--- src/rtl/vcp_pkg.sv ---
package vcp_pkg;
   localparam int POL_SLIDING = 0;
   localparam int POL_SIMPLE  = 1;

   function automatic int ceil_log2(input int n);
      int r;
      r = 0;
      while ((1 << r) < n) r++;
      return (r < 1) ? 1 : r;
   endfunction
endpackage

--- src/rtl/vcp_admit.sv ---
module vcp_admit
   import vcp_pkg::*;
#(
   parameter int NUM_VC     = 4,
   parameter int CNT_W      = 5,
   parameter int RSV        = 2,
   parameter int FRAC_SHIFT = 1,
   parameter int POLICY     = POL_SLIDING
) (
   input  logic [NUM_VC-1:0][CNT_W-1:0] cnt_i,
   input  logic [CNT_W-1:0]             free_i,
   input  logic                         req_i,
   input  logic [ceil_log2(NUM_VC)-1:0] vc_i,
   output logic                         grant_o
);
   localparam int VC_W = ceil_log2(NUM_VC);

   logic [CNT_W-1:0] own_cnt;
   logic             rule_ok;

   assign own_cnt = cnt_i[vc_i];

   generate
      if (POLICY == POL_SLIDING) begin : g_sliding
         int limit;
         always_comb begin
            limit   = int'(free_i >> FRAC_SHIFT) + RSV;
            rule_ok = (int'(own_cnt) < RSV) || (int'(own_cnt) < limit);
         end
      end else begin : g_simple
         int empties;
         always_comb begin
            empties = 0;
            for (int v = 0; v < NUM_VC; v++)
               if (cnt_i[v] == '0) empties++;
            rule_ok = (own_cnt == '0) || (int'(free_i) > empties);
         end
      end
   endgenerate

   assign grant_o = req_i && (free_i != '0) && rule_ok;
endmodule

--- src/rtl/vcp_cell_store.sv ---
module vcp_cell_store #(
   parameter int DEPTH  = 16,
   parameter int DATA_W = 16,
   parameter int ADDR_W = 4,
   parameter int PTR_W  = 5
) (
   input  logic              clk,
   input  logic              rst_n,
   input  logic              dat_we,
   input  logic [ADDR_W-1:0] dat_waddr,
   input  logic [DATA_W-1:0] dat_wdata,
   input  logic [ADDR_W-1:0] dat_raddr,
   output logic [DATA_W-1:0] dat_rdata,
   input  logic              lnk_a_we,
   input  logic [ADDR_W-1:0] lnk_a_addr,
   input  logic [PTR_W-1:0]  lnk_a_val,
   input  logic              lnk_b_we,
   input  logic [ADDR_W-1:0] lnk_b_addr,
   input  logic [PTR_W-1:0]  lnk_b_val,
   input  logic [ADDR_W-1:0] lnk_r0_addr,
   output logic [PTR_W-1:0]  lnk_r0,
   input  logic [ADDR_W-1:0] lnk_r1_addr,
   output logic [PTR_W-1:0]  lnk_r1
);
   localparam logic [PTR_W-1:0] NIL = {1'b1, {(PTR_W-1){1'b0}}};

   logic [DATA_W-1:0] cell_q [DEPTH];
   logic [PTR_W-1:0]  next_q [DEPTH];

   always_ff @(posedge clk)
      if (dat_we) cell_q[dat_waddr] <= dat_wdata;

   // link array: after reset all cells form one chain 0 -> 1 -> ... -> NIL
   always_ff @(posedge clk) begin
      if (!rst_n) begin
         for (int i = 0; i < DEPTH; i++)
            next_q[i] <= (i == DEPTH - 1) ? NIL : PTR_W'(i + 1);
      end else begin
         if (lnk_a_we) next_q[lnk_a_addr] <= lnk_a_val;
         if (lnk_b_we) next_q[lnk_b_addr] <= lnk_b_val;
      end
   end

   assign dat_rdata = cell_q[dat_raddr];
   assign lnk_r0    = next_q[lnk_r0_addr];
   assign lnk_r1    = next_q[lnk_r1_addr];
endmodule

--- src/rtl/vc_cell_pool.sv ---
module vc_cell_pool
   import vcp_pkg::*;
#(
   parameter int NUM_VC     = 4,
   parameter int DEPTH      = 16,
   parameter int DATA_W     = 16,
   parameter int RSV        = 2,
   parameter int FRAC_SHIFT = 1,
   parameter int POLICY     = POL_SLIDING,
   localparam int VC_W      = ceil_log2(NUM_VC),
   localparam int CNT_W     = ceil_log2(DEPTH + 1)
) (
   input  logic                    clk,
   input  logic                    rst_n,
   input  logic                    wr_valid,
   input  logic [VC_W-1:0]         wr_vc,
   input  logic [DATA_W-1:0]       wr_data,
   output logic                    wr_accept,
   input  logic                    rd_valid,
   input  logic [VC_W-1:0]         rd_vc,
   output logic [DATA_W-1:0]       rd_data,
   output logic                    rd_ok,
   output logic [NUM_VC*CNT_W-1:0] occ
);
   localparam int ADDR_W = ceil_log2(DEPTH);
   localparam int PTR_W  = ADDR_W + 1;
   localparam logic [PTR_W-1:0] NIL = {1'b1, {(PTR_W-1){1'b0}}};

   generate
      if (NUM_VC < 2 || (1 << VC_W) != NUM_VC) begin : g_bad_vc
         $error("NUM_VC must be a power of two, at least 2");
      end
      if (DEPTH < NUM_VC || (1 << ADDR_W) != DEPTH) begin : g_bad_depth
         $error("DEPTH must be a power of two, at least NUM_VC");
      end
      if (RSV < 1 || RSV * NUM_VC > DEPTH) begin : g_bad_rsv
         $error("RSV must be at least 1 and fit NUM_VC times in DEPTH");
      end
      if (FRAC_SHIFT < 0 || FRAC_SHIFT > CNT_W) begin : g_bad_shift
         $error("FRAC_SHIFT out of range");
      end
      if (POLICY != POL_SLIDING && POLICY != POL_SIMPLE) begin : g_bad_pol
         $error("POLICY must be 0 or 1");
      end
   endgenerate

   // per-channel queue state and the free chain
   logic [PTR_W-1:0]             head_q [NUM_VC];
   logic [PTR_W-1:0]             tail_q [NUM_VC];
   logic [NUM_VC-1:0][CNT_W-1:0] cnt_q;
   logic [PTR_W-1:0]             fhead_q;
   logic [CNT_W-1:0]             fcnt_q;

   logic              do_wr, do_rd;
   logic [PTR_W-1:0]  pop_ptr, wr_tail;
   logic [ADDR_W-1:0] alloc_a, pop_a;
   logic [PTR_W-1:0]  pop_next, free_next;
   logic [DATA_W-1:0] cell_out;
   logic              rd_cnt_one, wr_cnt_zero, same_vc;
   logic              link_tail;

   vcp_admit #(
      .NUM_VC(NUM_VC), .CNT_W(CNT_W), .RSV(RSV),
      .FRAC_SHIFT(FRAC_SHIFT), .POLICY(POLICY)
   ) u_admit (
      .cnt_i(cnt_q), .free_i(fcnt_q), .req_i(wr_valid),
      .vc_i(wr_vc), .grant_o(do_wr)
   );

   assign do_rd       = rd_valid && (cnt_q[rd_vc] != '0);
   assign pop_ptr     = head_q[rd_vc];
   assign wr_tail     = tail_q[wr_vc];
   assign alloc_a     = fhead_q[ADDR_W-1:0];
   assign pop_a       = pop_ptr[ADDR_W-1:0];
   assign rd_cnt_one  = (cnt_q[rd_vc] == CNT_W'(1));
   assign wr_cnt_zero = (cnt_q[wr_vc] == '0);
   assign same_vc     = (rd_vc == wr_vc);
   // append behind the old tail unless the queue is, or is about to be, empty
   assign link_tail   = do_wr && !wr_cnt_zero && !(do_rd && same_vc && rd_cnt_one);

   vcp_cell_store #(
      .DEPTH(DEPTH), .DATA_W(DATA_W), .ADDR_W(ADDR_W), .PTR_W(PTR_W)
   ) u_store (
      .clk(clk), .rst_n(rst_n),
      .dat_we(do_wr), .dat_waddr(alloc_a), .dat_wdata(wr_data),
      .dat_raddr(pop_a), .dat_rdata(cell_out),
      .lnk_a_we(link_tail), .lnk_a_addr(wr_tail[ADDR_W-1:0]), .lnk_a_val(fhead_q),
      .lnk_b_we(do_rd), .lnk_b_addr(pop_a),
      .lnk_b_val(do_wr ? free_next : fhead_q),
      .lnk_r0_addr(pop_a), .lnk_r0(pop_next),
      .lnk_r1_addr(alloc_a), .lnk_r1(free_next)
   );

   // free chain: an allocation takes the head; a released cell becomes the new head
   always_ff @(posedge clk) begin
      if (!rst_n) begin
         fhead_q <= '0;
         fcnt_q  <= CNT_W'(DEPTH);
      end else begin
         if (do_rd)      fhead_q <= pop_ptr;
         else if (do_wr) fhead_q <= free_next;
         fcnt_q <= fcnt_q + CNT_W'(do_rd) - CNT_W'(do_wr);
      end
   end

   generate
      for (genvar v = 0; v < NUM_VC; v++) begin : g_vc
         logic hit_w, hit_r, one;
         assign hit_w = do_wr && (wr_vc == VC_W'(v));
         assign hit_r = do_rd && (rd_vc == VC_W'(v));
         assign one   = (cnt_q[v] == CNT_W'(1));

         always_ff @(posedge clk) begin
            if (!rst_n) begin
               head_q[v] <= NIL;
               tail_q[v] <= NIL;
               cnt_q[v]  <= '0;
            end else begin
               cnt_q[v] <= cnt_q[v] + CNT_W'(hit_w) - CNT_W'(hit_r);
               if (hit_r) begin
                  if (one) head_q[v] <= hit_w ? fhead_q : NIL;
                  else     head_q[v] <= pop_next;
               end else if (hit_w && cnt_q[v] == '0) begin
                  head_q[v] <= fhead_q;
               end
               if (hit_w)              tail_q[v] <= fhead_q;
               else if (hit_r && one)  tail_q[v] <= NIL;
            end
         end
      end
   endgenerate

   assign wr_accept = do_wr;
   assign rd_ok     = do_rd;
   assign rd_data   = do_rd ? cell_out : '0;
   assign occ       = cnt_q;
endmodule

--- config.mk ---
export PLATFORM = sky130hd
export DESIGN_NAME = vc_cell_pool
export DESIGN_NICKNAME = d
export VERILOG_FILES = /design/src/rtl/vcp_pkg.sv /design/src/rtl/vcp_admit.sv /design/src/rtl/vcp_cell_store.sv /design/src/rtl/vc_cell_pool.sv
export SDC_FILE = /design/constraint.sdc
export NUM_CORES = 1
export LEC_CHECK = 0
export BUFFER_PORTS_ARGS = -buffer_cell sky130_fd_sc_hd__buf_2
export CORE_UTILIZATION = 57
export CTS_BUF_LIST = sky130_fd_sc_hd__clkbuf_16
export DETAILED_ROUTE_END_ITERATION = 16
export PLACE_DENSITY = 0.74
export REMOVE_ABC_BUFFERS = 1
export SETUP_SLACK_MARGIN = 0.02
export SLEW_MARGIN = 10
export SYNTH_ARGS = -nofsm -noshare
export SYNTH_HDL_FRONTEND = slang
export SYNTH_SLANG_ARGS = --single-unit
--- constraint.sdc ---
create_clock -name clk -period 3.8 [get_ports clk]
set_clock_uncertainty 0.1 [all_clocks]
set_input_delay 0.19 -clock clk [delete_from_list [all_inputs] [get_ports clk]]
set_output_delay 0.19 -clock clk [all_outputs]
set_load 0.005 [all_outputs]
# Word-level counts from Yosys, hierarchy flattened
# Memory sizes are Yosys's and may differ from the RTL's. A register that Yosys moved wholly into a read port is not among the register bits.
# Index checks and enable logic that the tools add are counted.
# word_totals
register_bits	30
mem_bits_rw	376
output_inout_bits	38
elab_cells	217
n_memories	4
# memory_table
name	depth	word_bits	rd	rd_ports_with_merged_regs	wr	line	source
u_store.cell_q	16	16	1	0	1	vcp_cell_store.sv:27	logic [DATA_W-1:0] cell_q [DEPTH];
u_store.next_q	16	5	2	1	16	vcp_cell_store.sv:28	logic [PTR_W-1:0] next_q [DEPTH];
head_q	4	5	1	0	4	vc_cell_pool.sv:48	logic [PTR_W-1:0] head_q [NUM_VC];
tail_q	4	5	1	0	4	vc_cell_pool.sv:49	logic [PTR_W-1:0] tail_q [NUM_VC];
# classes
add_sub_neg	11
n_lt_le_gt_ge	4
eq_ne	12
n_mux	123
n_bitwise	20
n_reduce_logical	37
# op_table
operator	count
$mux 5	30
$mux 1	87
$lt 6x32->1	1
$add 5x1->5	5
$eq 5x1->1 const B	5
$logic_not 5->1	5
$sub 5x1->5	5
$logic_and 1x1->1	23
$bmux 5 s2	2
$or 1x1->1	20
$mux 16	1
$mux 4	3
$reduce_bool 5->1	2
$reduce_or 5->1	2
$eq 2x2->1 const B	4
$lt 2x3->1 const B	2
$add 4x2->5 const B	1
$lt 5x2->1 const B	1
$eq 2x1->1 const B	2
$logic_not 2->1	2
$eq 2x2->1	1
$logic_not 1->1	2
$logic_or 1x1->1	1

# Longest topological paths before layout
# depth
depth_word	13
ltp_mapped	20
mapped_depth_nobuf	19

# Cells and area by module
# From an unflattened synthesis, not the netlist that was laid out.
# hier_totals
cells_unflattened	1281
hier_area_um2	19541.2
# modules_own_cells
mod	instances	cells_each	area_each_um2	seq_area_each_um2
vcp_cell_store	1	797	14819.2	10089.7
vc_cell_pool	1	458	4421.7	1681.6
vcp_admit	1	26	300.3	0.0

# Worst setup path after synthesis
# OpenSTA, ideal clock, no wires.
# synth_timing
kind	register to register
start	reg cnt_q (netlist bit occ[19])
end	reg cnt_q (netlist bit occ[14])
setup_ps	71
arrival_ps	3715
t_required_ps	3629
path_slack_ps	-85
stages_incl_launch_ff	17
n_path_buf	1
synth_period_minus_slack_ps	3885
path_cell_list	dfxtp_1 -> mux4_2 -> ha_1 -> a21oi_1 -> o21ai_0 -> a21o_1 -> buf_2 -> a21oi_4 -> nand2_1 -> ha_1 -> inv_1 -> ha_1 -> fa_1 -> a21oi_1 -> nor2_1 -> or3_1 -> a21oi_1
# synth_between
elab_chain_cells	8
word_cells_on_any_way	14
# synth_rtl
element	line	source
start: declaration	vc_cell_pool.sv:50	logic [NUM_VC-1:0][CNT_W-1:0] cnt_q;
start signal: indexed assignment	vc_cell_pool.sv:119	cnt_q[v] <= cnt_q[v] + CNT_W'(hit_w) - CNT_W'(hit_r);
$bmux 5 s2 *	vcp_admit.sv:21	assign own_cnt = cnt_i[vc_i];
$mux 5 (not written as such) *	vcp_admit.sv:21	
$lt 6x32->1 or $lt 5x2->1 (tied branches)	vcp_admit.sv:28	rule_ok = (int'(own_cnt) < RSV) || (int'(own_cnt) < limit);
$logic_or 1x1->1 *	vcp_admit.sv:28	
$logic_and 1x1->1 *	vcp_admit.sv:41	assign grant_o = req_i && (free_i != '0) && rule_ok;
via wr_accept	vc_cell_pool.sv:18	output logic wr_accept,
$logic_and 1x1->1 *	vc_cell_pool.sv:109	assign hit_w = do_wr && (wr_vc == VC_W'(v));
$add 5x1->5 *	vc_cell_pool.sv:119	
$sub 5x1->5 *	vc_cell_pool.sv:119	
# The timed path passes the listed nets; every way through them passes the cells marked *. The select of a mux whose other input is x is not followed.
# A chain may end at the register's enable or synchronous reset.

# Worst setup path in the final report
# layout_timing
start	reg cnt_q (netlist bit occ[9])
end	reg cnt_q (netlist bit occ[19])
# layout_between
elab_chain_cells	8
word_cells_on_any_way	14
# layout_rtl
element	line
$bmux 5 s2	vcp_admit.sv:21
$mux 5 (not written as such)	vcp_admit.sv:21
$lt 6x32->1 or $lt 5x2->1 (tied branches)	vcp_admit.sv:28
$logic_or 1x1->1	vcp_admit.sv:28
$logic_and 1x1->1	vcp_admit.sv:41
$logic_and 1x1->1	vc_cell_pool.sv:109
$add 5x1->5	vc_cell_pool.sv:119
$sub 5x1->5 *	vc_cell_pool.sv:119
# Every way passes the cells marked *; elsewhere a longest branch is shown, timed or not. The select of a mux whose other input is x is not followed.

==> impl_metrics.py <==
metrics = {
    "sta": {
        "worst_slack_ns": 0.113,
        "whs_ns": 0.0930,
        "rsz0062_at_grt": "true",
        "slew_viol_final": 0,
        "finalHoldViolCount": 0,
        "fin_crit_sh": 0.970,
        "period_minus_slack_ns": 3.69,
        "worst_slew_pin_slew_ns": 1.10,
        "setup_viol": 0,
        "fmax_mhz": 271,
        "relSlewSlack": 0.254,
    },
    "finish": {
        "antennaDiodeCount": 0,
        "final_core_util": 0.671,
        "fin_cells": 2082,
        "fillers": 2404,
        "fin_nets": 1676,
        "final_area_sq_um": 21800,
        "final_cell_mix": "edfxtp_1 (352), buf_4 (112), a211oi_1 (103)",
        "syn2layout_area_growth_pct": 15.6,
        "final_common_cell": "edfxtp_1",
        "drive_gt1_frac": 0.204,
    },
    "power_and_ir_drop": {
        "peakVddDrop_uv": 545,
        "p_leak_uw": 0.00751,
        "power_density_nw_per_um2": 641,
    },
    "clocking": {
        "cts-root-buf": "clkbuf_16",
        "htree_num_levels": 2,
        "cts-buffers-inserted": 39,
        "clockBufferDepth": 3,
        "clk_latency_ns": 0.53,
        "cts_tree": "yes",
        "cts.sinks": 381,
        "clkTransAtPathRegs_ns": 0.06,
    },
    "die": {
        "dieArea_sq_um": 33900,
        "fp.coreArea_sq_um": 32500,
        "initial_core_util": 0.581,
        "ioPinCount": 62,
        "die_y_microns": 184,
        "num_rows": 66,
        "die_w_microns": 184,
    },
    "outcome": {
        "outcome": "finished clean",
    },
    "logic_synthesis": {
        "synth-async-reset-ratio": 0,
        "synth_area_per_cell_sq_um": 12.8,
        "yosysSeqAreaShare": 0.590,
        "yosysUniqueCellTypes": 75,
        "ys_warn_count": 0,
        "synth-seq-cells": 381,
        "ys.flop_type": "edfxtp_1",
        "synth_edf_count": 352,
        "syn_area_sq_um": 18900,
        "synth_cells": 1480,
    },
    "grt": {
        "grt_use_total": 0.295,
        "grt_pass1_wl_microns": 74800,
        "grt-ovfl-total": 0,
        "met2_usage": 0.494,
        "antenna_found_initial": 0,
        "grt_use_met3": 0.0440,
        "busiest_layer": "met2",
        "grt_max_degree": 133,
        "grt_pass1_vias": 13000,
        "use_met1": 0.383,
    },
    "placement": {
        "dpl_cell_area_sq_um": 20200,
        "port-buffer-count": 61,
        "dp.final_hpwl_microns": 33300,
        "preCtsSetupSlack_ns": -0.137,
        "placed_cells": 1989,
        "routabilityCongestion": 0.970,
    },
    "detailed_routing": {
        "dr.pass1.iters": 5,
        "drc": 0,
        "ant_nets": 0,
        "wire_per_inst_microns": 23.7,
        "drt-vias-per-instance": 6.47,
        "wl_microns": 49400,
        "vias": 13500,
        "drtIter0Drc": 1388,
    },
    "worst_hold_path": {
        "worstHoldPathType": "input pin to register",
    },
    "worst_setup_path": {
        "crit_arrival_ns": 4.04,
        "crit_path_end_kind": "register",
        "worstSetupStartpointType": "register",
        "critPathKind": "register to register",
        "path_max_fanout": 5,
        "cp.required_ns": 4.15,
    },
    "flow_run": {
        "maxCapViolCount": 0,
    },
}
[what timing repair did]
action,in CTS,in global routing
hold buffers,16,0
endpoints found under the hold margin,256,0
pin swaps,1,8
endpoints found under the setup margin,2,6
gates resized for setup,0,28
buffers inserted,2,5
[critical path: stages (launching register included)]
cell and delay [ns]:
dfxtp_1 0.33, mux4_2 0.52, buf_4 0.17, or4_4 0.56, a21oi_4 0.23, nand2_1 0.11, ha_1 0.28, inv_1 0.05
ha_1 0.21, fa_2 0.37, a21oi_2 0.15, nor2_1 0.05, or3_1 0.34, a21oi_1 0.14
[area by class of cell]
class | instances | area [sq um] | share of cell area
clock buffers | 40 | 1000 | 0.0459
clock inverters | 30 | 305 | 0.0140
inverters | 43 | 161 | 0.00740
multi-input cells | 953 | 7270 | 0.333
flip-flops and latches | 381 | 11200 | 0.511
well taps | 442 | 553 | 0.0253
repair buffers | 193 | 1380 | 0.0631
[where the power goes]
group	leakage, uW	switching (uW)	internal (uW)
Combinational	0.00341	3070	1850
Clock	0.000663	1530	2320
Sequential	0.00344	210	5010
[routing by layer]
| metal | vias to the layer above | routed length (microns) |
|---|---|---|
| met5 | - | 0 |
| met1 | 6592 | 19700 |
| met2 | 670 | 24100 |
| met3 | 136 | 3740 |
| li1 | 6080 | - |
| met4 | 0 | 1910 |
[per-stage QoR]
step / TNS (ns) / total power (uW)
after floorplan: -138.84 / 8120
after global placement: -0.00932 / 9860
after detailed placement: -0.229 / 9950
after CTS: 0 / 13800
after global routing: -0.205 / 14600
final: 0 / 14000
[kinds of logic after synthesis]
logic type	Yosys count	share of synthesized area
compound gates	398	0.149
xor+xnor	17	0.00788
fa+ha+maj	41	0.0291
buf+inv	146	0.0329
flops	381	0.590
mux	133	0.0903
simple gates	364	0.100
[sequential cells by signal, indices dropped and copies added (netlist names)]
name	flops
fcnt_q	5
fhead_q	4
head_q	16
occ	20
tail_q	16
u_store.cell_q	256
u_store.next_q	64
[Yosys cell counts, drive strengths merged, types with 17 or more instances]
cell / number / area [sq um]
edfxtp: 352 / 10600
a211oi: 107 / 823
a21oi: 107 / 554
mux2i: 95 / 951
nor2: 79 / 307
nor2b: 75 / 469
clkbuf: 64 / 240
nand2: 59 / 229
nor3: 58 / 295
inv: 43 / 161
buf: 39 / 219
a22oi: 37 / 278
ha: 36 / 450
dfxtp: 29 / 581
mux4: 29 / 653
nand3: 27 / 135
o211ai: 22 / 165
and2: 18 / 115
o31ai: 17 / 128
[final timing paths]
kind                     start                   end  slack [ns]  depth (start not counted)
min reg2reg  occ[8]$_SDFF_PN0_     occ[9]$_SDFF_PN0_        0.54                          3
max          occ[9]$_SDFF_PN0_    occ[19]$_SDFF_PN0_        0.11                         13
min                      rst_n  fcnt_q[4]$_SDFF_PN1_        0.09                          3
max reg2reg  occ[9]$_SDFF_PN0_    occ[19]$_SDFF_PN0_        0.11                         13
Power figures use the tool's default switching activity.
